--- config.mk ---
export PLATFORM = sky130hd
export DESIGN_NAME = phase_slope_clamp
export DESIGN_NICKNAME = d
export VERILOG_FILES = /design/src/rtl/phase_slope_clamp.sv
export SDC_FILE = /design/constraint.sdc
export NUM_CORES = 1
export LEC_CHECK = 0
export ABC_AREA = 1
export BUFFER_PORTS_ARGS = -buffer_cell sky130_fd_sc_hd__buf_2
export CORE_AREA = 2 2 68 70
export DETAILED_ROUTE_END_ITERATION = 10
export DIE_AREA = 0 0 70 72
export PLACE_DENSITY_LB_ADDON = 0.1
export RECOVER_POWER = 100
export SYNTH_ARGS = -nofsm -noshare
export SYNTH_HDL_FRONTEND = slang
export SYNTH_SLANG_ARGS = --single-unit
--- constraint.sdc ---
create_clock -name clk -period 8.01 [get_ports clk]
set_input_delay 1.2015 -clock clk [delete_from_list [all_inputs] [get_ports clk]]
set_output_delay 1.2015 -clock clk [all_outputs]
set_load 0.01 [all_outputs]
--- src/rtl/phase_slope_clamp.sv ---
module phase_slope_clamp #(
  parameter int ERR_W    = 16,
  parameter int CNT_W    = 16,
  parameter int LIM_SLOW = 12,
  parameter int LIM_MID  = 512,
  parameter int LIM_FAST = 512
) (
  input  logic                    clk,
  input  logic                    srst,
  input  logic                    err_vld,
  input  logic signed [ERR_W-1:0] err_in,
  input  logic [1:0]              fmode,
  output logic                    out_vld,
  output logic signed [ERR_W-1:0] err_out,
  output logic                    limiting,
  output logic [CNT_W-1:0]        sat_cnt
);

  localparam logic signed [ERR_W-1:0] LS = LIM_SLOW[ERR_W-1:0];
  localparam logic signed [ERR_W-1:0] LM = LIM_MID[ERR_W-1:0];
  localparam logic signed [ERR_W-1:0] LF = LIM_FAST[ERR_W-1:0];
  localparam logic signed [ERR_W-1:0] MIN_CODE = {1'b1, {(ERR_W-1){1'b0}}};
  localparam logic [CNT_W-1:0] CNT_MAX = {CNT_W{1'b1}};

  logic signed [ERR_W-1:0] lim;
  logic signed [ERR_W-1:0] clamped;
  logic                    bypass;
  logic                    hit;

  assign bypass = (fmode == 2'b11);

  always_comb begin
    case (fmode)
      2'b00:   lim = LS;
      2'b01:   lim = LM;
      2'b10:   lim = LF;
      default: lim = '0;
    endcase
  end

  always_comb begin
    clamped = err_in;
    if (!bypass) begin
      if (err_in > lim)       clamped = lim;
      else if (err_in < -lim) clamped = -lim;
    end
  end

  assign hit = (clamped != err_in);

  always_ff @(posedge clk) begin
    if (srst) begin
      out_vld  <= 1'b0;
      limiting <= 1'b0;
      err_out  <= '0;
      sat_cnt  <= '0;
    end else begin
      out_vld  <= err_vld;
      limiting <= err_vld && hit;
      if (err_vld) err_out <= clamped;
      if (err_vld && hit && sat_cnt != CNT_MAX) sat_cnt <= sat_cnt + 1'b1;
    end
  end


  vld_follow_chk: assert property (@(posedge clk) disable iff (srst)
    err_vld |=> out_vld);

  vld_drop_chk: assert property (@(posedge clk) disable iff (srst)
    !err_vld |=> !out_vld);

  slow_bound_chk: assert property (@(posedge clk) disable iff (srst)
    (err_vld && fmode == 2'b00) |=> (err_out <= LS && err_out >= -LS));

  bypass_chk: assert property (@(posedge clk) disable iff (srst)
    (err_vld && fmode == 2'b11) |=> (err_out == $past(err_in) && !limiting));

  no_wrap_chk: assert property (@(posedge clk) disable iff (srst)
    (err_vld && fmode != 2'b11 && err_in == MIN_CODE) |=> err_out[ERR_W-1]);

  flag_vld_chk: assert property (@(posedge clk) disable iff (srst)
    limiting |-> out_vld);

  cnt_step_chk: assert property (@(posedge clk) disable iff (srst)
    (limiting && $past(sat_cnt) != CNT_MAX) |-> sat_cnt == $past(sat_cnt) + 1'b1);

  cnt_hold_chk: assert property (@(posedge clk) disable iff (srst)
    !err_vld |=> $stable(sat_cnt));

endmodule

==> metrics <==
Syn Std Cell Area roughly 2400 sq um; width of the die about 70 microns; I/O Buffers 54; status finished, violations left; cts hold-fix bufs 0; Site Rows 24; Slew Limit Fails a little under 50; setup tns final 0 ns; CP endpoint sat_cnt[0]$_SDFFE_PP0P_; global-route wire length before repair a little under 10 mm; LEAKAGE 0.001215 uW; clock sink count 34; fin util 62.35%; required time of the critical path between 8 and 9 ns; post-place instance area 2643 sq um; clock power share about a third; power per cell area 148.2 nW/um^2; Psw between 100 and 150 uW; Peak Freq roughly 220 MHz; Startpoint Class input pin; #FFs+latches synth 34; Reg2Reg Depth 10; RR Endpoint sat_cnt[0]$_SDFFE_PP0P_; global-route usage over all layers a little under a quarter; Tightest Hold Check Type register to register; clk slew on worst S/H paths roughly 0.07 ns; type of the worst setup path input pin to register; Slew HR -22.53%; chip height 72 microns; fin crit share between 50 and 60%; Skew-Pair Late Insertion Delay 0.29 ns; DR pass1 iterations 4; Mean Syn Cell Area 6.499 sq um; post-synthesis cell type count 27; fraction of the yosys area taken by sequential cells 28.30%; Worst setup EP type register; Max VDD drop 63.13 uV; H-tree Lvls 2; CP max-delay cell nand3_1; RePlAce Congestion between 0.9 and 1; # diodes 0; grt total ovfl 0; final hold violations 0; CTS tree yes; Wirelength per Cell roughly 12 microns; post-cts sizing count 0; Core ar. approximately 4300 sq um; Post-CTS Setup Bufs 0; Fin Hold WS ~0.47 ns; CP startpoint fmode[0]; Post-DRT Antenna Nets 0; FF-to-FF setup slack 5.67 ns; final non-filler cell area roughly 2700 sq um; worst r2r src sat_cnt[1]$_SDFFE_PP0P_; critical-path cell list clkbuf_1 -> inv_1 -> ha_1 -> inv_1 -> ha_1 -> nand2_1 -> inv_1 -> a21oi_1 -> nand2_1 -> nand3_1 -> nand3_1 -> o21ai_0 -> inv_1 -> nand3_1 -> nand2_1 -> nor2_2 -> nand3_1 -> nand3_1 -> nand2_1 -> nand2_1 -> nor2_1; IO Pins 55; die area just over 5000 sq um; largest net degree at the start of global routing slightly below 50; Setup-failing EPs final 0; Final Skew ~0.0037 ns; Initial Utilization approximately 56%; DRC Markers 0; vias in the first global route 2201; initial antenna violation count 0; Gate power share 20.6%; total nets after synthesis between 400 and 500; synthesized instance count 370; P_int around 270 uW; CP Max Fanout 20; violated checks max-capacitance violations, max-slew violations; sequential power share between 40 and 50%; worst-margin pin slew between 1.5 and 2 ns; layout cells sized above 1 between 7 and 8%; maxcap violations 1; final-stage net count about 450; RSZ-0062 raised after global routing no; vias 2471; clock root cell clkbuf_8; TritonCTS Buffers 5; HPWL after DPL around 4.3 mm; clock buffer depth 2; max incr delay on CP approximately 0.63 ns; Area Overhead vs Synth 10.56%; Switching Share 30.70%; DRT iter0 DRCs about 180; routed wire length approximately 5.7 mm; Critical Path AT 4.77 ns; filler cell count roughly 440; post-layout min period 4.592 ns; Synth warnings 0; Via density approximately 5.3
-- per-stage QoR --
step | setup WS, ns | cells | total power (uW)
6_report | 3.418 | 469 | 394.1
5_1_grt | 2.838 | 469 | 417.7
4_1_cts | 4.113 | 469 | 400.3
3_5_place_dp | 3.817 | 461 | 269.4
3_3_place_gp | 3.948 | 461 | 267.9
2_1_floorplan | 4.656 | 370 | 245.0
-- how the worst min path moves through the flow --
stage | startpoint | endpoint | slack (ns) | cells after the start
final | err_out[0]$_SDFFE_PP0P_ | err_out[0]$_SDFFE_PP0P_ | 0.47 | 2
after global placement | err_out[1]$_SDFFE_PP0P_ | err_out[1]$_SDFFE_PP0P_ | 0.45 | 2
after detailed placement | err_out[0]$_SDFFE_PP0P_ | err_out[0]$_SDFFE_PP0P_ | 0.46 | 2
after CTS | err_out[0]$_SDFFE_PP0P_ | err_out[0]$_SDFFE_PP0P_ | 0.47 | 2
after global routing | err_out[1]$_SDFFE_PP0P_ | err_out[1]$_SDFFE_PP0P_ | 0.50 | 2
after floorplan | err_out[0]$_SDFFE_PP0P_ | err_out[0]$_SDFFE_PP0P_ | 0.49 | 2
-- Yosys cell counts --
cell type,instances,share of area (%)
xor2_1,9,3.3
inv_1,48,7.5
nor2_2,1,0.26
nor3_2,1,0.42
nand4_1,20,5.2
ha_1,15,7.8
a21oi_1,31,6.5
nor2_1,32,5.0
nand2_2,2,0.52
nand2_1,86,13
buf_1,1,0.16
o21ai_2,1,0.36
buf_2,3,0.62
o21bai_1,2,0.62
a21boi_1,1,0.31
inv_4,1,0.26
xnor2_1,1,0.36
inv_2,1,0.16
nand3_2,5,2.1
buf_6,5,2.3
nor3_1,7,1.5
o21ai_0,29,6.0
nor4_1,2,0.52
dfxtp_1,34,28
clkbuf_1,6,0.94
nand3b_1,2,0.62
nand3_1,24,5.0
-- power groups by stage --
stage          Combinational (uW)  Sequential [uW]  Clock [uW]
2_1_floorplan                57.3              188           0
3_3_place_gp                 83.6              184           0
3_5_place_dp                 85.0              184           0
4_1_cts                      85.4              181         134
5_1_grt                      94.0              182         142
6_report                     81.1              181         132
-- registers in the layout, indices dropped and copies added, names as in the netlist --
signal	count
err_out	16
limiting	1
out_vld	1
sat_cnt	16
-- critical path, delay by kind of cell --
kind,cells,cell delay [ns]
and+or+nand+nor,12,2.13
buffers and inverters,5,0.51
AOI/OAI and AO/OA,2,0.42
adders and majority gates,2,0.49
-- cells by family (layout without fill, tap and decap cells) --
logic type / after synthesis / in the layout / synth area share (%)
AOI/OAI and AO/OA: 64 / 64 / 13.79
xor gates and xnor gates: 10 / 10 / 3.642
DFF: 34 / 34 / 28.30
and+or+nand+nor: 182 / 182 / 34.50
adders and majority gates: 15 / 15 / 7.804
buffers and inverters: 65 / 112 / 11.97
-- area by class of cell --
| type | instances | area [sq um] | share of cell area (%) |
|---|---|---|---|
| Inverter | 50 | 190.2 | 7.153 |
| Sequential cell | 34 | 680.7 | 25.60 |
| Clock inverter | 1 | 5.005 | 0.1882 |
| Timing Repair Buffer | 54 | 225.2 | 8.471 |
| Multi-Input combinational cell | 271 | 1406 | 52.89 |
| Tap cell | 52 | 65.06 | 2.447 |
| Clock buffer | 7 | 86.33 | 3.247 |
-- cell usage in the layout (no fill, tap or decap), drive strengths merged --
cell type / netlist / layout
inv: 50 / 50
clkinv: 0 / 1
nor2: 33 / 33
xor2: 9 / 9
nand4: 20 / 20
a21oi: 31 / 31
ha: 15 / 15
nor3: 8 / 8
nor4: 2 / 2
nand3: 29 / 29
o21ai: 30 / 30
a21boi: 1 / 1
xnor2: 1 / 1
nand3b: 2 / 2
o21bai: 2 / 2
buf: 9 / 18
nand2: 88 / 88
dfxtp: 34 / 34
clkbuf: 6 / 43
-- layer usage --
layer,vias up,GRT usage [%],part of all wire [%]
met4,0,8.761,1.5
met3,11,4.028,4.1
met5,-,0,0
met1,1089,29.58,45
met2,63,40.21,49
li1,1308,-,-
(Power assumes the default switching activity.)
